<file path="src/rtl/addr_alias_tester.sv">
module addr_alias_tester #(
  parameter int AW = 6,
  parameter int DW = 8
) (
  input  logic          clk,
  input  logic          rst_n,
  input  logic          start,
  input  logic          pattern_en,
  input  logic [AW-1:0] range_lo,
  input  logic [AW-1:0] range_hi,
  output logic          mem_we,
  output logic          mem_re,
  output logic [AW-1:0] mem_addr,
  output logic [DW-1:0] mem_wdata,
  input  logic [DW-1:0] mem_rdata,
  output logic          busy,
  output logic          done,
  output logic          error,
  output logic [AW-1:0] fail_target,
  output logic [AW-1:0] fail_neighbor
);
  localparam int RW = (DW > 1) ? $clog2(DW) : 1;

  typedef enum logic [3:0] {
    S_IDLE, S_WT, S_NB, S_RD, S_CK, S_FILL, S_PW, S_PR, S_PC, S_DONE, S_ERR
  } state_t;

  state_t        st;
  logic [AW-1:0] lo_q, hi_q, tgt, modf;
  logic          pat_q;
  logic [1:0]    pidx;

  logic [AW-1:0] nb, off;
  logic          nb_in;
  logic [DW-1:0] one_hot, pat_val;

  assign nb      = tgt ^ modf;
  assign nb_in   = (nb >= lo_q) && (nb <= hi_q);
  assign off     = tgt - lo_q;
  assign one_hot = {{(DW-1){1'b0}}, 1'b1} << off[RW-1:0];

  always_comb begin
    case (pidx)
      2'd0:    pat_val = '0;
      2'd1:    pat_val = '1;
      2'd2:    pat_val = one_hot;
      default: pat_val = ~one_hot;
    endcase
  end

  assign mem_we    = (st == S_WT) || (st == S_NB && nb_in) || (st == S_FILL) || (st == S_PW);
  assign mem_re    = (st == S_RD) || (st == S_PR);
  assign mem_addr  = (st == S_NB) ? nb : tgt;
  assign mem_wdata = (st == S_WT) ? '0 : (st == S_PW) ? pat_val : '1;
  assign done      = (st == S_DONE);
  assign error     = (st == S_ERR);
  assign busy      = !(st == S_IDLE || st == S_DONE || st == S_ERR);

  always_ff @(posedge clk) begin
    if (!rst_n) begin
      st            <= S_IDLE;
      lo_q          <= '0;
      hi_q          <= '0;
      pat_q         <= 1'b0;
      tgt           <= '0;
      modf          <= '0;
      pidx          <= '0;
      fail_target   <= '0;
      fail_neighbor <= '0;
    end else begin
      case (st)
        S_IDLE, S_DONE, S_ERR: if (start) begin
          lo_q          <= range_lo;
          hi_q          <= range_hi;
          pat_q         <= pattern_en;
          tgt           <= range_lo;
          pidx          <= '0;
          fail_target   <= '0;
          fail_neighbor <= '0;
          st            <= S_WT;
        end
        S_WT: begin
          modf <= {{(AW-1){1'b0}}, 1'b1};
          st   <= S_NB;
        end
        S_NB: begin
          if (nb_in) st <= S_RD;
          else begin
            modf <= modf << 1;
            if (modf[AW-1]) st <= S_FILL;
          end
        end
        S_RD: st <= S_CK;
        S_CK: begin
          if (mem_rdata != '0) begin
            fail_target   <= tgt;
            fail_neighbor <= nb;
            st            <= S_ERR;
          end else begin
            modf <= modf << 1;
            st   <= modf[AW-1] ? S_FILL : S_NB;
          end
        end
        S_FILL: begin
          if (tgt == hi_q) begin
            tgt  <= lo_q;
            pidx <= '0;
            st   <= pat_q ? S_PW : S_DONE;
          end else begin
            tgt <= tgt + 1'b1;
            st  <= S_WT;
          end
        end
        S_PW: begin
          if (tgt == hi_q) begin
            tgt <= lo_q;
            st  <= S_PR;
          end else tgt <= tgt + 1'b1;
        end
        S_PR: st <= S_PC;
        S_PC: begin
          if (mem_rdata != pat_val) begin
            fail_target   <= tgt;
            fail_neighbor <= tgt;
            st            <= S_ERR;
          end else if (tgt == hi_q) begin
            tgt <= lo_q;
            if (pidx == 2'd3) st <= S_DONE;
            else begin
              pidx <= pidx + 1'b1;
              st   <= S_PW;
            end
          end else begin
            tgt <= tgt + 1'b1;
            st  <= S_PR;
          end
        end
        default: st <= S_IDLE;
      endcase
    end
  end
endmodule

</file>
<file path="config.mk">
export PLATFORM = sky130hd
export DESIGN_NAME = addr_alias_tester
export DESIGN_NICKNAME = d
export VERILOG_FILES = /design/src/rtl/addr_alias_tester.sv
export SDC_FILE = /design/constraint.sdc
export NUM_CORES = 1
export LEC_CHECK = 0
export BUFFER_PORTS_ARGS = -buffer_cell sky130_fd_sc_hd__buf_2
export CAP_MARGIN = 20
export CORE_ASPECT_RATIO = 0.8
export CORE_MARGIN = 1.5
export CORE_UTILIZATION = 30
export DETAILED_ROUTE_END_ITERATION = 10
export PLACE_DENSITY_LB_ADDON = 0.1
export REMOVE_ABC_BUFFERS = 1
export SYNTH_ARGS = -nofsm -noshare
export SYNTH_HDL_FRONTEND = slang
export SYNTH_SLANG_ARGS = --single-unit
export TNS_END_PERCENT = 50
</file>
<file path="constraint.sdc">
create_clock -name clk -period 3.75 [get_ports clk]
set_input_delay 0.1875 -clock clk [delete_from_list [all_inputs] [get_ports clk]]
set_output_delay 0.1875 -clock clk [all_outputs]
set_load 0.005 [all_outputs]
</file>
# --- Word-level counts from Yosys, hierarchy flattened ---
# Cells that the tools add are included.
# W data, S select, Z words.
word_totals:
  in_bits: 24
  out_inout_bits: 31
  regBits: 43
  elab_cells: 102
op_classes:
  n_addsub: 3
  muxes: 35
  bitwise: 2
  shifts: 1
  eq_ne: 26
  reduce_logical: 24
  magnitude_cmp: 2
ops:
  columns: ["op", "n"]
  rows:
  - ["$pmux W6 S3", 4]
  - ["$mux W6", 10]
  - ["$mux W4", 10]
  - ["$pmux W4 S9", 1]
  - ["$pmux W8 S3", 1]
  - ["$eq A4 B3 Y1 const B", 4]
  - ["$mux W8", 2]
  - ["$ne A2 B2 Y1 const B", 8]
  - ["$eq A4 B4 Y1 const B", 3]
  - ["$reduce_bool A3 Y1", 4]
  - ["$mux W2", 5]
  - ["$reduce_and A3 Y1", 3]
  - ["$eq A4 B2 Y1 const B", 2]
  - ["$ne A8 B8 Y1", 1]
  - ["$not A8 Y8", 1]
  - ["$reduce_bool A8 Y1", 1]
  - ["$shl A1 B3 Y8 const A", 1]
  - ["$add A6 B1 Y6 const B", 1]
  - ["$eq A6 B6 Y1", 1]
  - ["$ge A6 B6 Y1", 1]
  - ["$le A6 B6 Y1", 1]
  - ["$logic_or A1 B1 Y1", 6]
  - ["$pmux W2 S3", 1]
  - ["$reduce_and A6 Y1", 1]
  - ["17 further kinds", 20]

# --- Depth between registers and ports, before layout ---
# Gate-level depths: netlist of the first run.
depth:
  ltp_word: 7
  ltp_mapped: 14
  mapped_depth_nobuf: 11

# --- Worst setup path before layout of the first run ---
# Ideal clock, no wire load.
synth_timing:
  kind: "reg2reg"
  startpoint: "reg tgt[0]"
  endpoint: "reg tgt[5]"
  period_less_slack_ps: 3316
  setup_slack_ps: 434
  stages_incl_launch_ff: 13
  t_arrival_ps: 3200
  path_cell_list: "dfxtp_1 clkbuf_1 inv_1 ha_1 fa_1 nor2b_1 a31o_1 mux2i_1 nand4_1 nor4_4 a21oi_2 a2111o_1 o211a_1"
synth_via:
  elab_chain_cells: 7
  elab_cells_between_ends: 12
  cone_classes: "add/sub (2); eq/ne (3); shift (1); mux (4); bitwise (1); reduce/logical (1)"
synth_lines:
  columns: ["element", "line_no", "text"]
  rows:
  - ["start, declared", "29", "logic [AW-1:0] lo_q, hi_q, tgt, modf;"]
  - ["start signal, assigned", "76", "tgt <= range_lo;"]
  - ["start signal, assigned", "106", "tgt <= lo_q;"]
  - ["start signal, assigned", "110", "tgt <= tgt + 1'b1;"]
  - ["$sub A3 B3 Y3", "39", "assign off = tgt - lo_q;"]
  - ["$shl A1 B3 Y8", "40", "assign one_hot = {{(DW-1){1'b0}}, 1'b1} << off[RW-1:0];"]
  - ["$not A8 Y8", "47", "default: pat_val = ~one_hot;"]
  - ["$pmux W8 S3", "43", "case (pidx)"]
  - ["$ne A8 B8 Y1", "122", "if (mem_rdata != pat_val) begin"]
  - ["$ne A2 B2 Y1 (no source line)", null, null]
  - ["$reduce_and A3 Y1 (no source line)", null, null]
# Parallel ways exist; a longest one is shown, timed or not. The select of a mux whose other input is x is not followed.
# A chain may end at the register's enable or synchronous reset.

# --- Worst setup path in the final report of the first run ---
layout_timing:
  startpoint: "reg tgt[0]"
  endpoint: "reg tgt[3]"
# The elaborated chain is that of the path after synthesis.

==> flow_summary.toml, run 1 <==
[setup_path]
cp.buffers_inverters = 1
cp-startpoint = "tgt[0]$_SDFFE_PN0P_"
timing.reg2reg.setup_slack_ns = 0.30
cp.required_ns = 3.94
criticalPathCategory = "flop to flop"
cell_chain_critical_path = "inv_1 -> ha_1 -> fa_1 -> nor2b_1 -> a31oi_1 -> o21ai_0 -> o211ai_1 -> nor4_4 -> a21oi_2 -> a2111o_1 -> o211a_1"
crit_path_max_incr_delay_ns = 0.63
worstRegToRegCells = 11
worst_setup_path_start_kind = "flop"
critPathCaptureType = "flop"
rr_startpoint = "tgt[0]$_SDFFE_PN0P_"
worst_ep_arrival_time_ns = 3.64
critPathSlowestCell = "fa_1"
crit_path_max_fanout = 9
endpoint_of_the_worst_register_to_register_path = "tgt[3]$_SDFFE_PN0P_"
cp_top_family = "compound AO/OA/AOI/OAI gates"

[final_layout]
final.fill_count = 1157
num-nets-final = 544
antenna_cells_inserted = 0
utilization = 0.365
area_growth_pct = 17.6
share_of_post_route_cells_with_drive_strength_above_1 = 0.177

[global_route]
grt_overflow_total = 0
vias_in_the_first_global_route = 3328
first_pass_grt_wire_length_um = 17700
antenna_found_initial = 0
track_usage = 0.187
pin_count_of_the_biggest_net_entering_global_routing = 25

[logic_synthesis]
yosys.cell_types.count = 61
synth_top_area_frac = 0.253
post_synth.cell_area_avg_um2 = 7.52
post-synth-top-count-cell = "nor2_1"
synth.yosys.warnings = 0
synth.yosys.seq_area_share = 0.253
synth_area_leaders = "dfxtp_1 (25%), nor2_1 (7.1%), ha_1 (6.6%)"
synth_top_flop_cell = "dfxtp_1"
synthesis.instances = 453
flip_flop_and_latch_count_after_synthesis = 43
netlist_area_mm2 = 0.00341
synth_enable_flop_cells = 0
synthTopCellsByCount = "nor2_1 (64), a21oi_1 (43), dfxtp_1 (43)"
synthDominantAreaCellType = "dfxtp_1"
synth-async-reset-ratio = 0

[clock_tree]
numCtsBuffers = 5
cts.clk_slew.worst_paths_ns = 0.06
cts_repair_resize_count = 0
postCtsSetupRepairBufs = 0
hold_buffers = 0
cts.root.buffer_cell = "clkbuf_16"
clock_sink_count = 43
htreeDepth = 2
clock_path_buffers = 2
cts_tree = "yes"
worst_skew_pair.late_latency_ns = 0.29

[route]
wl_met3_um = 662
met2RoutedLength_um = 4580
via_total_after_detailed_routing = 3548
wirelength_met1_um = 5540
detail_route.iter0.violations = 286
drtPass1Iterations = 5
post_drt_wl_per_cell_um = 16.9
post-route-drc-count = 0
via_per_inst = 5.49
routed_wl_um = 10900
routed.top_layer = "met4"
final_antenna_net_count = 0

[power_and_ir_drop]
power.ir.vdd_worst_uv = 228
power-per-cell-area_mw_per_mm2 = 746
leakage_uw = 0.00165

[sta]
post-route-period-util = 0.919
final.setup_skew_ns = 0.00824
drv_slew = 0
setup_slack_ns = 0.304
timing_hold_violations_final = 0
unrepaired_setup_endpoints_after_global_routing = "no"
setup_tns_ns = 0
setup_viol_count_final = 0
tightest_slew_ns = 0.810
slew-limit-headroom = 0.458
min_period_ns = 3.45
fmax_ghz = 0.290
worst_hold_check_slack_ns = 0.132

[worst_hold_path]
holdPathEnd = "hi_q[1]$_SDFFE_PN0P_"
hold-path-cell-count = 3
startpoint_of_the_most_critical_hold_path = "range_hi[1]"
min_path_type = "primary input to flop"

[outcome]
outcome = "complete, no violations"

[floorplanning]
design.core.area_mm2 = 0.0110
fp.dieW_um = 122
die_height_um = 98.3
i_o_pins = 55
rows = 34
initial_utilization = 0.310
die-area_mm2 = 0.0120

[run]
number_of_max_cap_violations = 0

[placement]
port_buffers = 54
hpwlAfterDp_um = 8170
place_worst_setup_slack_ns = 0.369
placer_s_final_routability_congestion_estimate = 0.839
-- layout by cell type, fill, tap and decap left out, types with 3 or more instances in the layout --
cell type  Yosys  final
o211a_1        4      4
a211oi_1       9      9
a22oi_1        3      3
buf_4          0     15
ha_1          18     18
o22ai_1        5      5
o21ai_0       30     30
a31oi_1        7      6
o31a_1         3      3
dfxtp_1       43     43
nor3_1         4      4
nand4_1        3      3
o21a_1         4      4
nand2b_1       6      6
and3_1         5      5
mux2i_1       16     16
buf_2          3     54
a21oi_1       43     43
nor2b_1        5      5
nor2_1        64     64
inv_1         18     18
a2111o_1       4      4
xor2_1        13     13
a21o_1         3      3
clkbuf_16      0      5
xnor2_1       11     11
nor3b_1        3      3
o211ai_1       4      4
nand3_1       21     21
nand2_1       35     35
-- worst register-to-register path, cell delays in order, from the launching register on --
cell and delay (ns):
dfxtp_1 0.32, inv_1 0.07, ha_1 0.20, fa_1 0.63, nor2b_1 0.36, a31oi_1 0.19
o21ai_0 0.22, o211ai_1 0.17, nor4_4 0.44, a21oi_2 0.21, a2111o_1 0.41, o211a_1 0.13
-- registers in the layout, indices dropped and copies added, names as in the netlist --
name / count
fail_neighbor: 6
fail_target: 6
hi_q: 6
lo_q: 6
modf: 6
pat_q: 1
pidx: 2
st: 4
tgt: 6
-- kinds of logic after synthesis --
kind of cell	count (synthesis)	share of synthesized area
DFF	43	0.253
buffers and inverters	46	0.0518
and+or+nand+nor	160	0.221
muxes	18	0.0536
xor gates and xnor gates	26	0.0757
adders and majority gates	19	0.0720
AOI/OAI and AO/OA	141	0.273
-- final cells by class --
cell class | count | area (um^2) | area share
inverter | 18 | 67.6 | 0.0169
clock buffer | 7 | 133 | 0.0331
clock inverter | 1 | 5.00 | 0.00125
multi-input combinational | 364 | 2370 | 0.593
sequential | 43 | 861 | 0.215
tap | 144 | 180 | 0.0450
timing repair buffer | 69 | 383 | 0.0956
-- through the flow --
step	instances	power [uW]	area (um^2)
after CTS	646	2980	4000
after global routing	646	3230	4000
after floorplan	425	1890	3300
after global placement	638	2530	3870
after detailed placement	638	2540	3870
final	646	2990	4000
-- routing by layer --
metal / up-vias / GRT usage
met5: - / 0
met4: 0 / 0.0519
met3: 14 / 0.0391
met2: 112 / 0.271
met1: 1685 / 0.278
li1: 1737 / -
-- how the worst max path moves through the flow --
stage	to	slack, ns	depth (start not counted)
final	tgt[3]$_SDFFE_PN0P_	0.30	11
after floorplan	fail_neighbor[0]$_SDFFE_PN0P_	0.04	11
after CTS	tgt[4]$_SDFFE_PN0P_	0.34	11
after global placement	tgt[2]$_SDFFE_PN0P_	0.47	11
after global routing	tgt[3]$_SDFFE_PN0P_	0.05	11
after detailed placement	tgt[3]$_SDFFE_PN0P_	0.37	11
-- where the power goes --
| part | internal, uW | switching (uW) | total [uW] | leakage, uW |
|---|---|---|---|---|
| Clock | 247 | 186 | 432 | 0.0000679 |
| Sequential | 557 | 130 | 687 | 0.000351 |
| Combinational | 735 | 1130 | 1870 | 0.00123 |
(Power assumes the default switching activity.)
==> run 2, diff against run 1 <==
ABC_AREA = 1   (was not set)
==> flow_summary.toml, run 2 <==
[outcome]
outcome = "complete, no violations"

[floorplanning]
design.core.area_mm2 = 0.0110
die-area_mm2 = 0.0121
fp.dieW_um = 123
initial_utilization = 0.312
rows = 34
i_o_pins = 55
die_height_um = 98.8

[placement]
placed_area_mm2 = 0.00380
port_buffers = 54
placer_s_final_routability_congestion_estimate = 0.824
hpwlAfterDp_um = 7980

[final_layout]
layout_commonest_cell = "nand2_1"
num-nets-final = 623
multi_input_gate_area_in_the_final_layout_mm2 = 0.00221
seqCellArea_um2 = 861
share_of_post_route_cells_with_drive_strength_above_1 = 0.201
area_growth_pct = 14.5
final.fill_count = 1234
layout.cells.most_common_list = "nand2_1 (119), inv_1 (61), nor2_1 (57), buf_2 (54), a21oi_1 (50)"
utilization = 0.358
final_instance_area_mm2 = 0.00394
antenna_cells_inserted = 0

[logic_synthesis]
post_synth.cell_area_avg_um2 = 6.42
synth.yosys.seq_area_share = 0.250
flip_flop_and_latch_count_after_synthesis = 43
synth_top_flop_cell = "dfxtp_1"
synthDominantAreaCellType = "dfxtp_1"
netlist_area_mm2 = 0.00344
synth-async-reset-ratio = 0
synth_top_area_frac = 0.250
synth.yosys.warnings = 0
synthesis.instances = 536
yosys.cell_types.count = 38
synth_enable_flop_cells = 0
post-synth-top-count-cell = "nand2_1"
synth_area_leaders = "dfxtp_1 (25%), nand2_1 (13%), a21oi_1 (7.3%)"
synthTopCellsByCount = "nand2_1 (119), inv_1 (61), nor2_1 (57)"

[global_route]
track_usage = 0.177
grt_overflow_total = 0
first_pass_grt_wire_length_um = 16700
vias_in_the_first_global_route = 3151
antenna_found_initial = 0
pin_count_of_the_biggest_net_entering_global_routing = 25

[setup_path]
cp.required_ns = 3.94
cp_top_family = "simple AND/OR/NAND/NOR gates"
critPathCaptureType = "flop"
cell_chain_critical_path = "inv_1 -> ha_1 -> fa_1 -> inv_1 -> nor2_1 -> nand4_1 -> nand2_1 -> nand2_1 -> nand2_1 -> nand2_1 -> nor2_1 -> nand2_2 -> o21ai_4 -> nand3_2 -> nor2_1 -> nor2_1"
crit_path_max_fanout = 12
worst_ep_arrival_time_ns = 3.36
criticalPathCategory = "flop to flop"
critPathSlowestCell = "fa_1"
cp.buffers_inverters = 2
worst_setup_path_start_kind = "flop"
crit_path_max_incr_delay_ns = 0.56

[sta]
fmax_ghz = 0.316
min_period_ns = 3.17
drv_slew = 0
final.setup_skew_ns = 0.00499
post-route-period-util = 0.845
setup_tns_ns = 0
tightest_slew_ns = 0.901
unrepaired_setup_endpoints_after_global_routing = "no"
slew-limit-headroom = 0.399
timing_hold_violations_final = 0
setup_viol_count_final = 0
worst_hold_check_slack_ns = 0.172

[clock_tree]
cts.clk_slew.worst_paths_ns = 0.07
hold_buffers = 0
clock_sink_count = 43
cts.root.buffer_cell = "clkbuf_16"
numCtsBuffers = 5
clock_path_buffers = 2
worst_skew_pair.late_latency_ns = 0.29
htreeDepth = 2
cts_repair_resize_count = 0
postCtsSetupRepairBufs = 0
cts_tree = "yes"

[power_and_ir_drop]
leakage_uw = 0.00185
power.ir.vdd_worst_uv = 223
power-per-cell-area_mw_per_mm2 = 806

[route]
routed_wl_um = 10100
drtPass1Iterations = 5
via_per_inst = 4.73
via_total_after_detailed_routing = 3429
post-route-drc-count = 0
post_drt_wl_per_cell_um = 13.9
detail_route.iter0.violations = 204
final_antenna_net_count = 0

[worst_hold_path]
min_path_type = "primary input to flop"

[run]
number_of_max_cap_violations = 0
run 2: changes by cell type in the layout (fill, tap and decap cells not counted), sizes merged, moves of 6 or more:
cell	previous run	this run
mux2i	16	0
nand2b	6	0
nand3	21	50
buf	69	56
nand2	35	142
xnor2	11	3
a211oi	10	1
nand4	3	9
inv	18	68
a21oi	44	60
run 2: kinds of logic (layout without fill, tap and decap cells):
family	count (synthesis)	after routing	synth area share
AOI/OAI and AO/OA	102	102	0.167
xor gates and xnor gates	12	12	0.0305
adders and majority gates	19	19	0.0712
buffers and inverters	87	132	0.108
DFF	43	43	0.250
and+or+nand+nor	273	273	0.373
run 2: report_power, final:
group | leakage (uW) | switching (uW) | internal (uW)
sequential | 0.000352 | 113 | 570
combinational | 0.00144 | 1400 | 646
clock | 0.0000658 | 202 | 246
total | 0.00185 | 1720 | 1460
run 2: per-stage QoR:
| step | setup WS [ns] | power, uW | cells |
|---|---|---|---|
| 2_1_floorplan | 1.06 | 2150 | 517 |
| 3_5_place_dp | 0.632 | 2730 | 717 |
| 3_3_place_gp | 0.680 | 2750 | 717 |
| 6_report | 0.582 | 3180 | 725 |
| 5_1_grt | 0.290 | 3540 | 725 |
| 4_1_cts | 0.605 | 3200 | 725 |
run 2: worst register-to-register path, stage by stage, from the launching register on:
cell,delay (ns)
dfxtp_1,0.41
inv_1,0.15
ha_1,0.22
fa_1,0.56
inv_1,0.06
nor2_1,0.23
nand4_1,0.15
nand2_1,0.15
nand2_1,0.10
nand2_1,0.07
nand2_1,0.04
nor2_1,0.13
nand2_2,0.11
o21ai_4,0.18
nand3_2,0.26
nor2_1,0.20
nor2_1,0.06
run 2: metal layers:
layer  wire, um  vias up  GRT usage
met5          0        -          0
met4         51        0     0.0349
met3        475        4     0.0289
met2       3800       58      0.235
met1       5780     1540      0.291
li1           -     1827          -
run 2: area by class of cell:
cell class                 instances  area share
timing repair buffer              56      0.0724
inverter                          68      0.0666
clock inverter                     3     0.00508
tap                              144      0.0457
multi-input combinational        406       0.560
clock buffer                       5      0.0317
sequential                        43       0.218
run 2: worst paths after layout:
kind / startpoint / endpoint / slack [ns] / cells past startpoint
max: tgt[0]$_SDFFE_PN0P_ / tgt[4]$_SDFFE_PN0P_ / 0.58 / 16
max reg2reg: tgt[0]$_SDFFE_PN0P_ / tgt[4]$_SDFFE_PN0P_ / 0.58 / 16
min reg2reg: fail_target[0]$_SDFFE_PN0P_ / fail_target[0]$_SDFFE_PN0P_ / 0.46 / 2
min: range_lo[0] / lo_q[0]$_SDFFE_PN0P_ / 0.17 / 3
==> run 3, diff against run 2 <==
clock period = 2.7 ns   (was 3.75 ns; I/O delays follow)
==> flow_summary.toml, run 3 (synthesis results as in run 2) <==
[outcome]
outcome = "complete, no violations"

[placement]
port_buffers = 54
placer_s_final_routability_congestion_estimate = 0.877
hpwlAfterDp_um = 8560
dp.cells = 754

[floorplanning]
initial_utilization = 0.312
i_o_pins = 55
rows = 34
die_height_um = 98.8
fp.dieW_um = 123
design.core.area_mm2 = 0.0110
die-area_mm2 = 0.0121

[run]
number_of_max_cap_violations = 0

[route]
via_total_after_detailed_routing = 3700
drtPass1Iterations = 4
via_per_inst = 4.81
final_antenna_net_count = 0
post-route-drc-count = 0
post_drt_wl_per_cell_um = 14.4
routed_wl_um = 11100
detail_route.iter0.violations = 241

[sta]
setup_tns_ns = 0
tightest_slew_ns = 0.938
min_period_ns = 2.66
setup_viol_count_final = 0
timing_hold_violations_final = 0
unrepaired_setup_endpoints_after_global_routing = "yes"
drv_slew = 0
post-route-period-util = 0.986
final.setup_skew_ns = 0.00518
slew-limit-headroom = 0.374
fmax_ghz = 0.376

[clock_tree]
htreeDepth = 2
cts_tree = "yes"
numCtsBuffers = 5
worst_skew_pair.late_latency_ns = 0.29
cts.root.buffer_cell = "clkbuf_16"
cts.clk_slew.worst_paths_ns = 0.06
clock_sink_count = 43
clock_path_buffers = 2
hold_buffers = 0

[final_layout]
seqCellArea_um2 = 865
num-nets-final = 667
area_growth_pct = 33.4
layout_commonest_cell = "nand2_1"
share_of_post_route_cells_with_drive_strength_above_1 = 0.338
layout.cells.most_common_list = "nand2_1 (102), inv_1 (57), buf_2 (54), nor2_1 (52), a21oi_1 (48)"
antenna_cells_inserted = 0
multi_input_gate_area_in_the_final_layout_mm2 = 0.00245
final_cells = 769
final.fill_count = 1167

[setup_path]
endpoint_of_the_worst_register_to_register_path = "tgt[5]$_SDFFE_PN0P_"
worst_ep_arrival_time_ns = 2.89
cp-startpoint = "tgt[0]$_SDFFE_PN0P_"
cell_chain_critical_path = "inv_2 -> ha_4 -> fa_2 -> inv_2 -> nor2_4 -> buf_6 -> nand3_2 -> nand2_2 -> nand3_1 -> nand2_1 -> nand2_2 -> inv_2 -> nand2_4 -> o21ai_4 -> nand3_2 -> nand2_1 -> nand2_1 -> nor2_1"
worstRegToRegCells = 18
critPathCaptureType = "flop"
timing.reg2reg.setup_slack_ns = 0.04
cp_top_family = "simple AND/OR/NAND/NOR gates"
criticalPathCategory = "flop to flop"
critPathSlowestCell = "fa_2"
rr_startpoint = "tgt[0]$_SDFFE_PN0P_"
worst_setup_path_start_kind = "flop"
worst_setup_ep = "tgt[5]$_SDFFE_PN0P_"
crit_path_max_incr_delay_ns = 0.62
cp.buffers_inverters = 4
crit_path_max_fanout = 6
cp.depth = 18
cp.required_ns = 2.93

[global_route]
grt_overflow_total = 0
track_usage = 0.188
antenna_found_initial = 0
first_pass_grt_wire_length_um = 17800
vias_in_the_first_global_route = 3422
pin_count_of_the_biggest_net_entering_global_routing = 23

[power_and_ir_drop]
leakage_uw = 0.00212
power.ir.vdd_worst_uv = 340
power-per-cell-area_mw_per_mm2 = 1190

[worst_hold_path]
min_path_type = "primary input to flop"
startpoint_of_the_most_critical_hold_path = "range_hi[1]"
## run 3: cell type report
cell class / instances / share of cell area
multi-input combinational: 408 / 0.534
sequential: 43 / 0.188
timing repair buffer: 98 / 0.139
inverter: 68 / 0.0572
tap: 144 / 0.0392
clock buffer: 5 / 0.0272
clock inverter: 3 / 0.0147
## run 3: worst min path at each step
| stage | depth (start not counted) | to | slack [ns] |
|---|---|---|---|
| floorplan | 2 | st[3]$_SDFFE_PN0P_ | 0.23 |
| global placement | 3 | hi_q[2]$_SDFFE_PN0P_ | 0.42 |
| detailed placement | 3 | hi_q[1]$_SDFFE_PN0P_ | 0.42 |
| CTS | 3 | hi_q[1]$_SDFFE_PN0P_ | 0.12 |
| global route | 3 | hi_q[0]$_SDFFE_PN0P_ | 0.15 |
| finish | 3 | hi_q[1]$_SDFFE_PN0P_ | 0.12 |
## run 3: report_power, final
part           switching, uW  internal, uW  total [uW]
clock                    279           531         810
sequential               134           795         929
combinational           2330          1380        3710
## run 3: through the flow
step                      instance area [um^2]  hold WS (ns)  total power, uW   util  worst slack, ns
after global routing                      4590         0.151             5950  0.417          -0.0952
after global placement                    4090         0.420             4180  0.371           -0.106
after detailed placement                  4090         0.423             4200  0.371           -0.123
after CTS                                 4320         0.119             5130  0.392          -0.0114
after floorplan                           3330         0.233             2980      -          0.00614
final                                     4590         0.122             5450  0.417           0.0379
## run 3: routing by layer
layer	vias to the layer above	GRT usage	share of wire
li1	1919	-	-
met1	1689	0.297	0.55
met2	86	0.262	0.40
met3	6	0.0370	0.046
met4	0	0.0349	0.0072
met5	-	0	0
## run 3: repair_timing
item,4_1_cts,5_1_grt
gates resized for setup,12,50
cloned,0,3
setup endpoints to repair,21,24
pin swaps,5,30
hold endpoints to repair,0,0
setup buffers,0,4
## run 3: tightest hold or removal path: stages
cell     delay [ns]
buf_2          0.07
o21ai_0        0.07
a21oi_1        0.10
